[src/rtl/smb_pkg.sv]
package smb_pkg;

  typedef enum logic [2:0] {
    PH_IDLE,
    PH_ADDR,
    PH_INDEX,
    PH_COUNT,
    PH_WDATA,
    PH_RCOUNT,
    PH_RDATA,
    PH_SKIP
  } smb_phase_e;

  // register positions that the protocol or neighbours depend on
  localparam int IDX_VID  = 4;
  localparam int IDX_DID  = 5;
  localparam int IDX_CNT  = 6;
  localparam int IDX_RSV0 = 7;
  localparam int IDX_RSV1 = 8;

  localparam int BYTE_W   = 8;

endpackage

[src/rtl/smb_line_sync.sv]
module smb_line_sync #(
  parameter int LINES = 2
) (
  input  logic             clk,
  input  logic             rst_n,
  input  logic [LINES-1:0] pad_in,
  output logic [LINES-1:0] now_q,
  output logic [LINES-1:0] prev_q
);

  for (genvar g = 0; g < LINES; g++) begin : g_line
    logic meta_q, sync_q, last_q;

    always_ff @(posedge clk or negedge rst_n) begin
      if (!rst_n) begin
        meta_q <= 1'b1;
        sync_q <= 1'b1;
        last_q <= 1'b1;
      end else begin
        meta_q <= pad_in[g];
        sync_q <= meta_q;
        last_q <= sync_q;
      end
    end

    assign now_q[g]  = sync_q;
    assign prev_q[g] = last_q;
  end

endmodule

[src/rtl/smb_cond_det.sv]
module smb_cond_det (
  input  logic scl_now,
  input  logic scl_prev,
  input  logic sda_now,
  input  logic sda_prev,
  output logic scl_rise,
  output logic scl_fall,
  output logic start_hit,
  output logic stop_hit
);

  logic scl_held;

  assign scl_held  = scl_now & scl_prev;
  assign scl_rise  = scl_now & ~scl_prev;
  assign scl_fall  = ~scl_now & scl_prev;
  // data edges while the clock stays high mark bus conditions
  assign start_hit = scl_held & sda_prev & ~sda_now;
  assign stop_hit  = scl_held & ~sda_prev & sda_now;

endmodule

[src/rtl/smb_regfile.sv]
module smb_regfile
  import smb_pkg::*;
#(
  parameter int         NUM_REGS  = 15,
  parameter logic [3:0] REV_ID    = 4'h0,
  parameter logic [3:0] VEND_ID   = 4'h1,
  parameter logic [7:0] DEVID_RST = 8'h08,
  parameter logic [7:0] COUNT_RST = 8'h07
) (
  input  logic              clk,
  input  logic              rst_n,
  input  logic              wr_en,
  input  logic [BYTE_W-1:0] wr_idx,
  input  logic [BYTE_W-1:0] wr_data,
  input  logic [BYTE_W-1:0] rd_a_idx,
  output logic [BYTE_W-1:0] rd_a_data,
  input  logic [BYTE_W-1:0] rd_b_idx,
  output logic [BYTE_W-1:0] rd_b_data,
  output logic [BYTE_W-1:0] count_val
);

  localparam int IW    = $clog2(NUM_REGS);
  localparam int DEPTH = 1 << IW;

  logic [BYTE_W-1:0] rf_q [DEPTH];

  for (genvar i = 0; i < DEPTH; i++) begin : g_reg
    if (i >= NUM_REGS) begin : g_absent
      assign rf_q[i] = '0;
    end else if (i == IDX_VID) begin : g_ident
      assign rf_q[i] = {REV_ID, VEND_ID};
    end else if (i == IDX_RSV0 || i == IDX_RSV1) begin : g_rsv
      assign rf_q[i] = '0;
    end else begin : g_store
      localparam logic [BYTE_W-1:0] RST_V =
        (i == IDX_DID) ? DEVID_RST : (i == IDX_CNT) ? COUNT_RST : '0;
      logic [BYTE_W-1:0] val_q;
      logic              hit;

      assign hit = wr_en && (wr_idx == BYTE_W'(i));

      always_ff @(posedge clk or negedge rst_n) begin
        if (!rst_n)   val_q <= RST_V;
        else if (hit) val_q <= wr_data;
      end

      assign rf_q[i] = val_q;
    end
  end

  assign rd_a_data = (rd_a_idx < BYTE_W'(NUM_REGS)) ? rf_q[rd_a_idx[IW-1:0]] : '0;
  assign rd_b_data = (rd_b_idx < BYTE_W'(NUM_REGS)) ? rf_q[rd_b_idx[IW-1:0]] : '0;
  assign count_val = rf_q[IDX_CNT];

endmodule

[src/rtl/smb_proto_fsm.sv]
module smb_proto_fsm
  import smb_pkg::*;
#(
  parameter logic [6:0] DEV_ADDR = 7'h6E
) (
  input  logic              clk,
  input  logic              rst_n,
  input  logic              scl_rise,
  input  logic              scl_fall,
  input  logic              start_hit,
  input  logic              stop_hit,
  input  logic              sda_now,
  input  logic [BYTE_W-1:0] rf_rd_data,
  input  logic [BYTE_W-1:0] count_val,
  output logic [BYTE_W-1:0] rf_rd_idx,
  output logic              wr_stb,
  output logic [BYTE_W-1:0] wr_idx,
  output logic [BYTE_W-1:0] wr_data,
  output logic              sda_pull
);

  smb_phase_e        phase_q, phase_d;
  logic [3:0]        bit_q, bit_d;
  logic              in_ack_q, in_ack_d;
  logic              ack_q, ack_d;
  logic              tx_q, tx_d;
  logic [BYTE_W-1:0] shreg_q, shreg_d;
  logic [BYTE_W-1:0] txb_q, txb_d;
  logic [BYTE_W-1:0] idx_q, idx_d;
  logic [BYTE_W-1:0] left_q, left_d;
  logic              pull_q, pull_d;
  logic              stb_q, stb_d;
  logic [BYTE_W-1:0] widx_q, widx_d;
  logic [BYTE_W-1:0] wdat_q, wdat_d;

  logic [BYTE_W-1:0] rx_byte;
  logic [BYTE_W-1:0] next_tx;
  logic [2:0]        tx_pos;

  assign rx_byte = {shreg_q[BYTE_W-2:0], sda_now};
  assign tx_pos  = 3'd7 - bit_q[2:0];
  assign next_tx = (phase_q == PH_RCOUNT) ? count_val : rf_rd_data;

  always_comb begin
    phase_d  = phase_q;
    bit_d    = bit_q;
    in_ack_d = in_ack_q;
    ack_d    = ack_q;
    tx_d     = tx_q;
    shreg_d  = shreg_q;
    txb_d    = txb_q;
    idx_d    = idx_q;
    left_d   = left_q;
    pull_d   = pull_q;
    stb_d    = 1'b0;
    widx_d   = widx_q;
    wdat_d   = wdat_q;

    if (stop_hit || start_hit) begin
      phase_d  = stop_hit ? PH_IDLE : PH_ADDR;
      bit_d    = '0;
      in_ack_d = 1'b0;
      ack_d    = 1'b0;
      tx_d     = 1'b0;
      pull_d   = 1'b0;
    end else if (phase_q != PH_IDLE) begin
      if (scl_rise) begin
        if (!in_ack_q) begin
          bit_d = bit_q + 4'd1;
          if (!tx_q) begin
            shreg_d = rx_byte;
            if (bit_q == 4'd7) begin
              ack_d = 1'b0;
              unique case (phase_q)
                PH_ADDR: begin
                  if (rx_byte[7:1] == DEV_ADDR) begin
                    ack_d   = 1'b1;
                    phase_d = rx_byte[0] ? PH_RCOUNT : PH_INDEX;
                  end else begin
                    phase_d = PH_SKIP;
                  end
                end
                PH_INDEX: begin
                  idx_d   = rx_byte;
                  ack_d   = 1'b1;
                  phase_d = PH_COUNT;
                end
                PH_COUNT: begin
                  left_d  = rx_byte;
                  ack_d   = 1'b1;
                  phase_d = PH_WDATA;
                end
                PH_WDATA: begin
                  if (left_q != '0) begin
                    ack_d  = 1'b1;
                    stb_d  = 1'b1;
                    widx_d = idx_q;
                    wdat_d = rx_byte;
                    idx_d  = idx_q + 8'd1;
                    left_d = left_q - 8'd1;
                  end else begin
                    phase_d = PH_SKIP;
                  end
                end
                default: phase_d = phase_q;
              endcase
            end
          end
        end else if (tx_q) begin
          // host acknowledge slot of a transmitted byte
          if (!sda_now && phase_q != PH_SKIP) begin
            if (phase_q == PH_RCOUNT) phase_d = PH_RDATA;
            else                      idx_d   = idx_q + 8'd1;
          end else begin
            phase_d = PH_SKIP;
          end
        end
      end else if (scl_fall) begin
        if (!in_ack_q) begin
          if (bit_q == 4'd8) begin
            in_ack_d = 1'b1;
            pull_d   = tx_q ? 1'b0 : ack_q;
          end else if (tx_q && phase_q != PH_SKIP && bit_q != 4'd0) begin
            pull_d = ~txb_q[tx_pos];
          end
        end else begin
          in_ack_d = 1'b0;
          bit_d    = '0;
          ack_d    = 1'b0;
          if (phase_q == PH_RCOUNT || phase_q == PH_RDATA) begin
            tx_d   = 1'b1;
            txb_d  = next_tx;
            pull_d = ~next_tx[7];
          end else begin
            tx_d   = 1'b0;
            pull_d = 1'b0;
          end
        end
      end
    end
  end

  always_ff @(posedge clk or negedge rst_n) begin
    if (!rst_n) begin
      phase_q  <= PH_IDLE;
      bit_q    <= '0;
      in_ack_q <= 1'b0;
      ack_q    <= 1'b0;
      tx_q     <= 1'b0;
      shreg_q  <= '0;
      txb_q    <= '0;
      idx_q    <= '0;
      left_q   <= '0;
      pull_q   <= 1'b0;
      stb_q    <= 1'b0;
      widx_q   <= '0;
      wdat_q   <= '0;
    end else begin
      phase_q  <= phase_d;
      bit_q    <= bit_d;
      in_ack_q <= in_ack_d;
      ack_q    <= ack_d;
      tx_q     <= tx_d;
      shreg_q  <= shreg_d;
      txb_q    <= txb_d;
      idx_q    <= idx_d;
      left_q   <= left_d;
      pull_q   <= pull_d;
      stb_q    <= stb_d;
      widx_q   <= widx_d;
      wdat_q   <= wdat_d;
    end
  end

  assign rf_rd_idx = idx_q;
  assign wr_stb    = stb_q;
  assign wr_idx    = widx_q;
  assign wr_data   = wdat_q;
  assign sda_pull  = pull_q;

endmodule

[src/rtl/smb_idx_slave.sv]
module smb_idx_slave
  import smb_pkg::*;
#(
  parameter logic [6:0] DEV_ADDR  = 7'h6E,
  parameter int         NUM_REGS  = 15,
  parameter logic [3:0] REV_ID    = 4'h0,
  parameter logic [3:0] VEND_ID   = 4'h1,
  parameter logic [7:0] DEVID_RST = 8'h08,
  parameter logic [7:0] COUNT_RST = 8'h07
) (
  input  logic       clk,
  input  logic       rst_n,
  input  logic       scl_in,
  input  logic       sda_in,
  output logic       sda_pull,
  output logic       cfg_wr_stb,
  output logic [7:0] cfg_wr_idx,
  output logic [7:0] cfg_wr_data,
  input  logic [7:0] cfg_rd_idx,
  output logic [7:0] cfg_rd_data
);

  logic [1:0] line_now, line_prev;
  logic       scl_rise, scl_fall, start_hit, stop_hit;
  logic [7:0] proto_idx, proto_data, count_val;

  smb_line_sync #(.LINES(2)) sync_i (
    .clk    (clk),
    .rst_n  (rst_n),
    .pad_in ({sda_in, scl_in}),
    .now_q  (line_now),
    .prev_q (line_prev)
  );

  smb_cond_det cond_i (
    .scl_now   (line_now[0]),
    .scl_prev  (line_prev[0]),
    .sda_now   (line_now[1]),
    .sda_prev  (line_prev[1]),
    .scl_rise  (scl_rise),
    .scl_fall  (scl_fall),
    .start_hit (start_hit),
    .stop_hit  (stop_hit)
  );

  smb_proto_fsm #(.DEV_ADDR(DEV_ADDR)) fsm_i (
    .clk        (clk),
    .rst_n      (rst_n),
    .scl_rise   (scl_rise),
    .scl_fall   (scl_fall),
    .start_hit  (start_hit),
    .stop_hit   (stop_hit),
    .sda_now    (line_now[1]),
    .rf_rd_data (proto_data),
    .count_val  (count_val),
    .rf_rd_idx  (proto_idx),
    .wr_stb     (cfg_wr_stb),
    .wr_idx     (cfg_wr_idx),
    .wr_data    (cfg_wr_data),
    .sda_pull   (sda_pull)
  );

  smb_regfile #(
    .NUM_REGS  (NUM_REGS),
    .REV_ID    (REV_ID),
    .VEND_ID   (VEND_ID),
    .DEVID_RST (DEVID_RST),
    .COUNT_RST (COUNT_RST)
  ) rf_i (
    .clk       (clk),
    .rst_n     (rst_n),
    .wr_en     (cfg_wr_stb),
    .wr_idx    (cfg_wr_idx),
    .wr_data   (cfg_wr_data),
    .rd_a_idx  (proto_idx),
    .rd_a_data (proto_data),
    .rd_b_idx  (cfg_rd_idx),
    .rd_b_data (cfg_rd_data),
    .count_val (count_val)
  );

endmodule

[config.mk]
export PLATFORM = sky130hd
export DESIGN_NAME = smb_idx_slave
export DESIGN_NICKNAME = d
export VERILOG_FILES = /design/src/rtl/smb_pkg.sv /design/src/rtl/smb_line_sync.sv /design/src/rtl/smb_cond_det.sv /design/src/rtl/smb_regfile.sv /design/src/rtl/smb_proto_fsm.sv /design/src/rtl/smb_idx_slave.sv
export SDC_FILE = /design/constraint.sdc
export NUM_CORES = 1
export LEC_CHECK = 0
export BUFFER_PORTS_ARGS = -buffer_cell sky130_fd_sc_hd__buf_2
export CORE_MARGIN = 3
export CORE_UTILIZATION = 50
export DETAILED_ROUTE_END_ITERATION = 7
export PLACE_DENSITY = 0.67
export SYNTH_ARGS = -nofsm -noshare
export SYNTH_HDL_FRONTEND = slang
export SYNTH_SLANG_ARGS = --single-unit
export TNS_END_PERCENT = 30
[constraint.sdc]
create_clock -name clk -period 3.9 [get_ports clk]
set_input_delay 0.195 -clock clk [delete_from_list [all_inputs] [get_ports clk]]
set_output_delay 0.195 -clock clk [all_outputs]
set_load 0.005 [all_outputs]
==> results_dict.tcl, run 1 <==
set metrics [dict create \
    p_sw_frac 0.247 \
    top_level_ports 38 \
    crit_cells 5 \
    grt_overflow 0 \
    maxCapViolations 0 \
    synth_area_per_cell_um2 11.2 \
    clock_skew_ns 0.00756 \
    busiest_layer "met1" \
    portBuffers 37 \
    core.rowCount 48 \
    cts_tree "yes" \
    p_int_w 0.00281 \
    p_sw_w 0.000921 \
    drcViolationCount 0 \
    core-area_mm2 0.0174 \
    antenna_found_initial 0 \
    rr_startpoint "fsm_i.rf_rd_idx[0]" \
    p_per_area_mw_per_mm2 378 \
    cts_inserted_buffers 17 \
    areaGrowthSynthToFinish_pct 9.97 \
    root_buffer "clkbuf_16" \
    fillers 1476 \
    dpl_cell_area_mm2 0.00926 \
    max-vdd-ir-drop_mv 0.313 \
    synth-edff-count 0 \
    synth_cell_types 71 \
    clkPwrFrac 0.460 \
    drtIter0Drc 736 \
    ys_seq_elements 161 \
    p_seq_frac 0.480 \
    finalInstanceArea_mm2 0.00988 \
    pre_cts_slack_ns 0.943 \
    nets 827 \
    die-area_mm2 0.0196 \
    final-setup-viol-count 0 \
    grt_first_pass_wirelength_um 38200 \
    crit_fanout 25 \
    grt.total_usage 0.247 \
    drt-total-wl_um 23300 \
    first_pass_iters 5 \
    regToRegSetupSlack_ns 0.89 \
    arrival_ns 3.29 \
    final.min_clock_period_ns 3.01 \
    insertion_delay_ns 0.43 \
    start_util 0.516 \
    crit_slowest_cell "dfrtp_1" \
    drive_above_1_share 0.301 \
    htreeDepth 4 \
    rsz0062_at_grt "no" \
    setup_ws_ns 0.892 \
    crit_end "fsm_i.txb_q[2]" \
    die_y_um 140 \
    cts.sinks 161 \
    utilization 0.567 \
    power.leakage_nw 4.33 \
    startpoint_type "register" \
    yosys_warnings 0 \
    hold_viol_final 0 \
    drv_slew 0 \
    die_w_um 140 \
    drtAntennaViolNets 0 \
    fmax_mhz 332 \
    status "finished, final reports clean" \
    combinationalPowerShare 0.059 \
    r2r_end "fsm_i.txb_q[2]" \
    synth-seq-area-share 0.450 \
    multi_input_area_mm2 0.00461 \
    cp_num_buf_inv 0 \
    dp_hpwl_um 15800 \
    crit_chain "nor2b_1 > a22o_1 > mux4_2 > a22oi_1 > o21ai_0" \
    ff2ff_path_depth 5 \
    tightest_slew_ns 1.21 \
    grt.met1_usage 0.367 \
    synthCells 799 \
    seq_area_mm2 0.00404 \
    viasPerCell 6.40 \
    required_ns 4.18 \
    crit_path_max_incr_delay_ns 1.15 \
    clk_pin_slew_ns 0.06 \
    setup_tns_ns 0 \
    syn-num-nets 820 \
    cp_top_family "flip-flops" \
    synthFlopType "dfrtp_1" \
    postSynth.asyncResetShare 1.00 \
    diodes 0 \
    use_met3 0.0495 \
    syn_area_mm2 0.00898 \
    vias 6676 \
    crit_start "fsm_i.rf_rd_idx[0]" \
    crit_path_end_kind "register" \
    grt_max_degree 112 \
    hp-class "register to register" \
    cts_resized 0 \
    grt_pass1_vias 6678 \
    met2_usage 0.364 \
    worstSetupPathType "register to register" \
    max_slew_margin 0.192 \
    period_share 0.771 \
    clk_path_buf_depth 2 \
    place.gp.congestion 0.895 \
    route.detailed.wl_per_inst_um 22.3 \
]
-- metrics by stage --
stage                     hold WS, ns  std cells  power, W
after CTS                       0.359       1043   0.00375
after global placement          0.300       1009   0.00203
final                           0.357       1043   0.00373
after global routing            0.364       1043   0.00385
after detailed placement        0.302       1009   0.00204
after floorplan                -0.101        799   0.00193
-- layout by cell type (no fill, tap or decap), types with 10 or more instances in the layout --
cell,n
a21oi_1,37
a22oi_1,17
a31oi_1,13
buf_2,36
clkbuf_16,17
dfrtp_1,151
dfstp_2,10
inv_1,19
mux2_2,114
mux2_4,10
mux2i_1,24
mux4_2,24
nand2_1,72
nand3_1,14
nor2_1,30
o211ai_1,10
o21ai_0,39
o22ai_1,10
o2bb2ai_1,15
-- power groups by stage --
stage / logic (W) / clock network [W] / registers, W
after floorplan: 0.000151 / 0 / 0.00178
after global placement: 0.000211 / 0 / 0.00182
after detailed placement: 0.000220 / 0 / 0.00182
after CTS: 0.000223 / 0.00173 / 0.00179
after global routing: 0.000247 / 0.00181 / 0.00180
final: 0.000222 / 0.00172 / 0.00179
-- sequential cells by signal, summed over array words and instances, names as in the netlist --
register              flops
fsm_i.phase_q             3
fsm_i.left_q              8
fsm_i.wr_data             8
fsm_i.sda_pull            1
sync_i.g_line.last_q      2
fsm_i.txb_q               8
fsm_i.tx_q                1
fsm_i.shreg_q             7
sync_i.g_line.meta_q      2
fsm_i.bit_q               4
fsm_i.wr_stb              1
fsm_i.wr_idx              8
rf_i.count_val            8
fsm_i.ack_q               1
sync_i.g_line.sync_q      2
rf_i.g.g_store.val_q     88
fsm_i.rf_rd_idx           8
fsm_i.in_ack_q            1
-- cells in the mapped netlist, types with 3 or more instances --
cell type / n / area share
nor2_4: 4 / 0.0050
nand2b_1: 5 / 0.0035
or3_1: 6 / 0.0042
inv_1: 19 / 0.0079
a221o_1: 3 / 0.0033
mux2_4: 10 / 0.017
nor4_1: 3 / 0.0021
nand4_1: 3 / 0.0021
a31oi_1: 13 / 0.0091
nor3b_1: 5 / 0.0042
nor3_2: 4 / 0.0045
a22o_1: 6 / 0.0059
nand3b_1: 4 / 0.0033
mux2_2: 114 / 0.14
a22oi_1: 17 / 0.014
o311a_1: 5 / 0.0056
nand3_1: 14 / 0.0078
buf_2: 12 / 0.0067
a21o_1: 3 / 0.0025
ha_1: 9 / 0.013
o211ai_1: 10 / 0.0084
nor2_1: 30 / 0.013
mux4_2: 24 / 0.060
nor3_1: 9 / 0.0050
a211oi_1: 3 / 0.0025
o2bb2ai_1: 15 / 0.015
nor2b_1: 9 / 0.0063
clkbuf_1: 43 / 0.018
and2_1: 7 / 0.0049
dfrtp_1: 151 / 0.42
dfstp_2: 10 / 0.029
and3_1: 3 / 0.0021
nand2_1: 72 / 0.030
o22ai_1: 10 / 0.0070
a21oi_1: 37 / 0.021
o21ai_0: 39 / 0.022
mux2i_1: 24 / 0.027
-- repair_timing --
action | 4_1_cts | 5_1_grt
hold endpoints to repair | 101 | 0
setup buffers | 0 | 0
hold buffers | 3 | 0
-- worst min path at each step --
stage / slack [ns] / endpoint / start / depth (start not counted)
5_1_grt: 0.36 / sync_i.g_line[0].sync_q / sync_i.g_line[0].meta_q / 0
4_1_cts: 0.36 / sync_i.g_line[0].sync_q / sync_i.g_line[0].meta_q / 0
6_report: 0.36 / sync_i.g_line[0].sync_q / sync_i.g_line[0].meta_q / 0
3_5_place_dp: 0.30 / sync_i.g_line[1].meta_q / sda_in / 1
2_1_floorplan: -0.10 / fsm_i.ack_q / rst_n / 0
3_3_place_gp: 0.30 / sync_i.g_line[1].meta_q / sda_in / 1
-- area by class of cell --
class                   instances  area share
clock buffers                  18      0.0434
multi-input cells             559       0.467
well taps                     225      0.0285
clock inverters                13      0.0165
repair buffers                 47      0.0277
inverters                      20     0.00760
flip-flops and latches        161       0.409
-- worst reg2reg max path, stage by stage, from the launching register on --
cell     delay [ns]
dfrtp_1        1.15
nor2b_1        0.57
a22o_1         0.38
mux4_2         0.46
a22oi_1        0.19
o21ai_0        0.12
-- layer usage --
metal	wire length [um]	part of all wire
met5	0	0
met4	562	0.024
met3	1540	0.066
met2	10700	0.46
met1	10500	0.45
-- logic make-up after synthesis --
| family | Yosys count | synth area share |
|---|---|---|
| fa+ha+maj | 9 | 0.0125 |
| compound gates | 179 | 0.135 |
| flops | 161 | 0.450 |
| mux | 174 | 0.249 |
| xor+xnor | 3 | 0.00293 |
| buf+inv | 79 | 0.0364 |
| simple gates | 194 | 0.114 |
No activity file was read; power rests on OpenSTA's default activity.
==> inputs of run 2 (changes only) <==
==> constraint.sdc (replaced) <==
create_clock -name clk -period 2.98 [get_ports clk]
set_input_delay 0.149 -clock clk [delete_from_list [all_inputs] [get_ports clk]]
set_output_delay 0.149 -clock clk [all_outputs]
set_load 0.005 [all_outputs]
==> run 2 against run 1 <==
Compared with the run above: utilization is 0.52 points higher; total power is 28% higher; via count is 1.3% higher; setup slack worse by 0.43 ns; critical endpoint is now fsm_i.rf_rd_idx[2]; largest cell class unchanged.
==> results_dict.tcl, run 2 (synthesis results as in run 1) <==
set metrics [dict create \
    power.leakage_nw 4.38 \
    start_util 0.516 \
    crit_path_end_kind "register" \
    areaGrowthSynthToFinish_pct 11.0 \
    worstSetupPathType "register to register" \
    max-vdd-ir-drop_mv 0.478 \
    placed_cells 1021 \
    crit_cells 5 \
    core.rowCount 48 \
    layout_commonest_cell "dfrtp_1" \
    cts.sinks 161 \
    hold_viol_final 0 \
    die-area_mm2 0.0196 \
    die_w_um 140 \
    largest_reg_flops 88 \
    drcViolationCount 0 \
    insertion_delay_ns 0.43 \
    final_cell_mix "151 x dfrtp_1, 114 x mux2_2, 72 x nand2_1" \
    status "finished, final reports clean" \
    cts_tree "yes" \
    fin_cells 1056 \
    top_register "rf_i.g.g_store.val_q" \
    ff2ff_path_depth 5 \
    arrival_ns 2.81 \
    drive_above_1_share 0.313 \
    final.min_clock_period_ns 2.52 \
    place.gp.congestion 0.938 \
    p_per_area_mw_per_mm2 479 \
    clock_skew_ns 0.00824 \
    vias 6765 \
    top_level_ports 38 \
    route.detailed.wl_per_inst_um 22.5 \
    drv_slew 0 \
    grt.total_usage 0.249 \
    die_y_um 140 \
    dp_hpwl_um 16600 \
    grt_max_degree 79 \
    fmax_mhz 397 \
    rr_startpoint "sync_i.g_line[0].sync_q" \
    viasPerCell 6.41 \
    antenna_found_initial 0 \
    crit_start "sync_i.g_line[0].sync_q" \
    required_ns 3.27 \
    nets 839 \
    regToRegSetupSlack_ns 0.46 \
    drtIter0Drc 614 \
    crit_slowest_cell "a2111oi_4" \
    cts_resized 0 \
    core-area_mm2 0.0174 \
    maxCapViolations 0 \
    hp-class "input port to asynchronous set/reset pin" \
    grt_first_pass_wirelength_um 38300 \
    r2r_end "fsm_i.rf_rd_idx[2]" \
    htreeDepth 4 \
    crit_chain "ha_1 > nand2b_1 > a2111oi_4 > and2_0 > a22oi_1" \
    portBuffers 37 \
    crit_end "fsm_i.rf_rd_idx[2]" \
    rsz0062_at_grt "no" \
    startpoint_type "register" \
    first_pass_iters 5 \
    crit_path_max_incr_delay_ns 0.66 \
    grt_overflow 0 \
    period_share 0.845 \
    seq_area_mm2 0.00404 \
    root_buffer "clkbuf_16" \
    final-setup-viol-count 0 \
    fillers 1469 \
    cp_num_buf_inv 0 \
    diodes 0 \
    drtAntennaViolNets 0 \
    multi_input_area_mm2 0.00461 \
    cp_top_family "compound AO/OA/AOI/OAI gates" \
    max_slew_margin 0.392 \
    crit_fanout 10 \
    clk_path_buf_depth 2 \
    tightest_slew_ns 0.907 \
    drt-total-wl_um 23800 \
    setup_tns_ns 0 \
    clk_pin_slew_ns 0.07 \
    cts_inserted_buffers 17 \
    grt_pass1_vias 6797 \
]
## run 2: changes by cell type in the layout (fill, tap and decap cells not counted), moves of 2 or more
cell / change
bufinv_16: -2
buf_4: +11
inv_8: +2
clkbuf_8: +2
## run 2: how the worst min path moves through the flow
stage | start | cells past startpoint | slack [ns] | endpoint
final | rst_n | 2 | 0.32 | fsm_i.tx_q
after global routing | scl_in | 2 | 0.36 | sync_i.g_line[0].meta_q
after CTS | rst_n | 2 | 0.34 | fsm_i.tx_q
after detailed placement | rst_n | 1 | 0.23 | fsm_i.tx_q
after global placement | rst_n | 1 | 0.23 | fsm_i.tx_q
after floorplan | rst_n | 0 | -0.15 | fsm_i.ack_q
## run 2: final cells by class
type,count,area share
clock buffer,19,0.0454
clock inverter,13,0.0128
inverter,20,0.00753
multi-input combinational,559,0.463
sequential,161,0.405
tap,225,0.0282
timing repair buffer,59,0.0378
## run 2: metrics by stage
| step | hold slack [ns] | util | power [W] | worst slack (ns) | area (um2) |
|---|---|---|---|---|---|
| finish | 0.317 | 0.572 | 0.00478 | 0.462 | 9970 |
| global placement | 0.231 | 0.537 | 0.00266 | 0.545 | 9360 |
| detailed placement | 0.225 | 0.537 | 0.00267 | 0.521 | 9360 |
| global route | 0.358 | 0.572 | 0.00495 | 0.301 | 9970 |
| CTS | 0.344 | 0.572 | 0.00481 | 0.496 | 9970 |
| floorplan | -0.147 | - | 0.00253 | 0.843 | 8980 |
## run 2: worst reg2reg max path, cell delays in order, from the launching register on
cell	delay, ns
dfstp_2	0.56
ha_1	0.33
nand2b_1	0.24
a2111oi_4	0.66
and2_0	0.44
a22oi_1	0.15
## run 2: timing repair
item                       in CTS  in global routing
setup endpoints to repair       0                  0
hold buffers                    3                  0
buffers inserted                0                  0
hold endpoints to repair       71                  0
## run 2: per-layer routing
metal / routed length, um / up-vias / track usage
li1: - / 3026 / -
met1: 11100 / 3474 / 0.364
met2: 11000 / 236 / 0.376
met3: 1350 / 29 / 0.0587
met4: 359 / 0 / 0.0688
met5: 0 / - / 0
## run 2: power by group
group	internal (W)	switching, W
logic	0.000128	0.000168
clock network	0.00121	0.000936
registers	0.00224	0.0000950
total	0.00358	0.00120
